--- config.mk ---
export PLATFORM = sky130hd
export DESIGN_NAME = ser_tx_dbuf
export DESIGN_NICKNAME = d
export VERILOG_FILES = /design/src/rtl/ser_tx_dbuf.sv
export SDC_FILE = /design/constraint.sdc
export NUM_CORES = 1
export LEC_CHECK = 0
export ABC_AREA = 1
export BUFFER_PORTS_ARGS = -buffer_cell sky130_fd_sc_hd__buf_4
export CAP_MARGIN = 0
export CORE_UTILIZATION = 50
export DETAILED_ROUTE_END_ITERATION = 10
export PLACE_DENSITY = 0.74
export REMOVE_ABC_BUFFERS = 1
export SLEW_MARGIN = 5
export SYNTH_ARGS = -nofsm -noshare
export SYNTH_HDL_FRONTEND = slang
export SYNTH_SLANG_ARGS = --single-unit
--- constraint.sdc ---
create_clock -name clk -period 1.4 [get_ports clk]
set_input_delay 0.21 -clock clk [delete_from_list [all_inputs] [get_ports clk]]
set_output_delay 0.21 -clock clk [all_outputs]
set_load 0.005 [all_outputs]
--- src/rtl/ser_tx_dbuf.sv ---
module ser_tx_dbuf (
  input  logic       clk,
  input  logic       rst_n,
  input  logic       pwr_on,
  input  logic       tx_en,
  input  logic       char7,
  input  logic       msb_first,
  input  logic       bit_tick,
  input  logic       wr_en,
  input  logic [7:0] wr_data,
  output logic [7:0] buf_q,
  output logic       txd,
  output logic       tx_done,
  output logic       buf_full,
  output logic       wr_err
);
  localparam logic [7:0] BUF_RST   = 8'hFF;
  localparam logic [3:0] STOP_CH8  = 4'd9;
  localparam logic [3:0] STOP_CH7  = 4'd8;

  logic [7:0] sh;
  logic [3:0] ph;
  logic       busy, f7, fm;

  wire       run      = pwr_on & tx_en;
  wire [3:0] stop_ph  = f7 ? STOP_CH7 : STOP_CH8;
  wire       at_stop  = busy && (ph == stop_ph);
  wire       stop_end = at_stop && bit_tick;
  wire       wr_ok    = wr_en && !buf_full;
  wire       load     = run && buf_full && (!busy || stop_end);

  wire line_c = !busy     ? 1'b1 :
                (ph == 0) ? 1'b0 :
                at_stop   ? 1'b1 :
                fm        ? sh[7] : sh[0];

  always_ff @(posedge clk or negedge rst_n)
    if (!rst_n)     buf_q <= BUF_RST;
    else if (wr_ok) buf_q <= wr_data;

  always_ff @(posedge clk or negedge rst_n)
    if (!rst_n)     buf_full <= 1'b0;
    else if (!run)  buf_full <= 1'b0;
    else if (wr_ok) buf_full <= 1'b1;
    else if (load)  buf_full <= 1'b0;

  always_ff @(posedge clk or negedge rst_n)
    if (!rst_n)                 wr_err <= 1'b0;
    else if (wr_en && buf_full) wr_err <= 1'b1;

  always_ff @(posedge clk or negedge rst_n)
    if (!rst_n) begin
      busy <= 1'b0;
      ph   <= '0;
      sh   <= '0;
      f7   <= 1'b0;
      fm   <= 1'b0;
    end else if (!run) begin
      busy <= 1'b0;
      ph   <= '0;
    end else if (load) begin
      busy <= 1'b1;
      ph   <= '0;
      sh   <= buf_q;
      f7   <= char7;
      fm   <= msb_first;
    end else if (busy && bit_tick) begin
      if (at_stop) begin
        busy <= 1'b0;
        ph   <= '0;
      end else begin
        ph <= ph + 4'd1;
        if (ph != 0) sh <= fm ? {sh[6:0], 1'b0} : {1'b0, sh[7:1]};
      end
    end

  always_ff @(posedge clk or negedge rst_n)
    if (!rst_n) tx_done <= 1'b0;
    else        tx_done <= run && stop_end;

  always_ff @(negedge clk or negedge rst_n)
    if (!rst_n) txd <= 1'b1;
    else        txd <= line_c;
endmodule

==> impl_metrics.tcl <==
set metrics [dict create \
    grt_setup_unrepaired "yes" \
    worst_setup_path_end_kind "output port" \
    tritoncts.num_buffers 3 \
    clk_root_buffer_cell "clkbuf_4" \
    postLayoutSetupSlackWorst_ns -0.494 \
    fraction_of_power_spent_switching_nets_pct 29.8 \
    synth_seq_cells 27 \
    critical_path_required_ns 1.19 \
    grt_pass1_vias 1196 \
    arrival_time_of_the_worst_setup_path_ns 1.68 \
    chipWidth_um 54.3 \
    cts.path.max_buffers 2 \
    vias_per_cell 5.54 \
    run_status "complete, but fails checks" \
    pin_count_of_the_biggest_net_entering_global_routing 27 \
    layout_commonest_cell "buf_4" \
    cts_tree "built" \
    path_buf_inv 1 \
    timing.max_cap.violations 0 \
    power_frac_clock_pct 19.6 \
    die_y_um 54.3 \
    crit_path_max_fanout 1 \
    post-dp-hpwl_mm 2.28 \
    cp_top_family "flip-flops" \
    final_setup_vio_count 9 \
    groute.usage.overall_pct 26.6 \
    failing_checks "setup timing" \
    antenna_found_initial 0 \
    yosys.cell_types.count 24 \
    insertedDiodeCount 0 \
    globalRouteOverflowTotal 0 \
    combinationalPowerShare_pct 25.5 \
    class_of_the_tightest_hold_or_removal_check "in -> reg" \
    power.net_switching_w 0.000535 \
    setup_tns_ns -0.806 \
    starting_density_pct 54.3 \
    core-area_um2 2520 \
    synthCells 148 \
    timing.max_slew.rel_slack_pct 76.1 \
    syn_area_um2 1370 \
    critPathLaunchType "register" \
    route.detailed.drc 0 \
    clock_insertion_delay_worst_skew_ns 0.38 \
    yosys_warnings 0 \
    cts-htree-levels 1 \
    wire_per_inst_um 15.2 \
    top_level_ports 28 \
    max_slew.worst_pin.slew_ns 0.358 \
    ys_seq_area_share_pct 50.1 \
    hold-worst-slack_ns 0.0823 \
    clk_pin_slew_ns 0.15 \
    first_iter_violations 39 \
    timing_worst_setup_path_type "reg -> out" \
    crit_path_max_incr_delay_ns 0.52 \
    drt-total-wl_mm 3.54 \
    nNetsFinal 222 \
    critical-path-slowest-cell "dfstp_2" \
    critical_path_cell_by_cell "buf_6" \
    syn2layout_area_growth_pct 45.4 \
    antenna_left 0 \
    final-max-slew-violation-count 0 \
    power_density_nw_per_um2 900 \
    seq_power_share_pct 54.9 \
    total_leakage_power_nw 0.947 \
    dr.pass1.iters 4 \
    first_pass_grt_wire_length_mm 5.40 \
    most-common-layout-cells "buf_4 (48), nand3_1 (24), nand2_1 (19)" \
    hold_viol 0 \
    max-vdd-ir-drop_uv 891 \
    gp_routability_congestion 0.832 \
    rows 18 \
    power.internal_w 0.00126 \
    timing.reg2reg.setup_slack_ns -0.20 \
    worst_clock_skew_ns 0.0627 \
    synthesis.area_per_instance_um2 9.26 \
    die_area_um2 2950 \
    layout-drive-gt1-share_pct 52.2 \
    io_buffers 27 \
    clkSinkCount 27 \
    vias 1290 \
]
[registers in the layout (all words and copies together) (netlist names)]
name	flops
ph	4
txd	1
fm	1
buf_full	1
sh	8
buf_q	8
busy	1
f7	1
wr_err	1
tx_done	1
[what timing repair did]
action / CTS / global route
setup buffers: 2 / 2
hold endpoints to repair: 18 / 0
cloned: 2 / 0
resized for setup: 19 / 17
hold buffers: 1 / 0
pin swaps: 8 / 8
setup endpoints to repair: 16 / 16
[worst register-to-register path, cell delays in order, from the launching register on]
cell and delay [ns]:
dfrtp_1 0.42, inv_2 0.10, nand2_2 0.07, nor2_4 0.11
a21oi_2 0.06, o21ai_1 0.13
[routing by layer]
metal  track usage (%)  vias up  wire length [µm]
met1              35.4      611              1470
met5                 0        -                 0
li1                  -      607                 -
met4              11.5        0                70
met2              42.5       62              1820
met3              4.44       10               172
[path summary, 6_finish.rpt]
check	cells after the start	startpoint	to
max in group asynchronous	2	rst_n	txd
min	2	wr_en	wr_err
max	1	txd	txd
min reg2reg	1	wr_err	wr_err
max reg2reg	5	ph[1]	txd
min in group asynchronous	3	rst_n	f7
[cells in the mapped netlist]
| master | n | area [µm²] |
|---|---|---|
| inv_2 | 2 | 7.51 |
| nand2_1 | 25 | 93.8 |
| o21ai_0 | 4 | 20.0 |
| buf_6 | 1 | 11.3 |
| nand4_1 | 4 | 25.0 |
| inv_1 | 13 | 48.8 |
| xor2_1 | 2 | 17.5 |
| buf_2 | 1 | 5.00 |
| dfstp_2 | 9 | 236 |
| buf_4 | 1 | 7.51 |
| nor2_4 | 3 | 33.8 |
| clkbuf_1 | 1 | 3.75 |
| ha_1 | 2 | 25.0 |
| a21oi_2 | 1 | 8.76 |
| a21o_1 | 1 | 7.51 |
| nand3_2 | 1 | 10.0 |
| a21oi_1 | 7 | 35.0 |
| mux2_2 | 8 | 90.1 |
| nand3_1 | 33 | 165 |
| nand2_4 | 1 | 11.3 |
| dfrtp_1 | 18 | 450 |
| nor2_1 | 7 | 26.3 |
| nand2_2 | 2 | 12.5 |
| nand3_4 | 1 | 17.5 |
[logic make-up (layout without fill, tap and decap cells)]
logic type	Yosys count	in the layout	share of synthesized area, %
flip-flops	27	27	50.1
AND/OR/NAND/NOR	77	79	28.9
multiplexers	8	8	6.58
AO/OA/AOI/OAI	13	13	5.21
XOR/XNOR	2	2	1.28
adder cells (fa/ha/maj)	2	2	1.83
buffers and inverters	19	72	6.12
[per-stage QoR]
step / util (%) / instances / total power [W] / area, µm² / setup WS [ns]
floorplan: - / 144 / 0.00120 / 1340 / -0.312
global placement: 69.5 / 222 / 0.00140 / 1750 / -0.221
detailed placement: 69.5 / 222 / 0.00141 / 1750 / -0.274
CTS: 75.3 / 231 / 0.00177 / 1900 / -0.500
global route: 79.0 / 233 / 0.00190 / 1990 / -0.544
finish: 79.0 / 233 / 0.00179 / 1990 / -0.494
[power by group through the flow]
stage	sequential [W]	clock (W)	combinational (W)
2_1_floorplan	0.000994	0.00000894	0.000200
3_3_place_gp	0.000985	0.00000894	0.000402
3_5_place_dp	0.000991	0.00000894	0.000414
4_1_cts	0.000978	0.000357	0.000437
5_1_grt	0.000996	0.000391	0.000509
6_report	0.000985	0.000352	0.000457
[area by class of cell]
cell class / count / area (µm²)
multi-input cells: 104 / 756
clock inverters: 1 / 3.75
flip-flops and latches: 27 / 687
fillers: 166 / 531
well taps: 30 / 37.5
repair buffers: 53 / 424
inverters: 14 / 57.6
clock buffers: 4 / 26.3
Power figures use the tool's default switching activity.
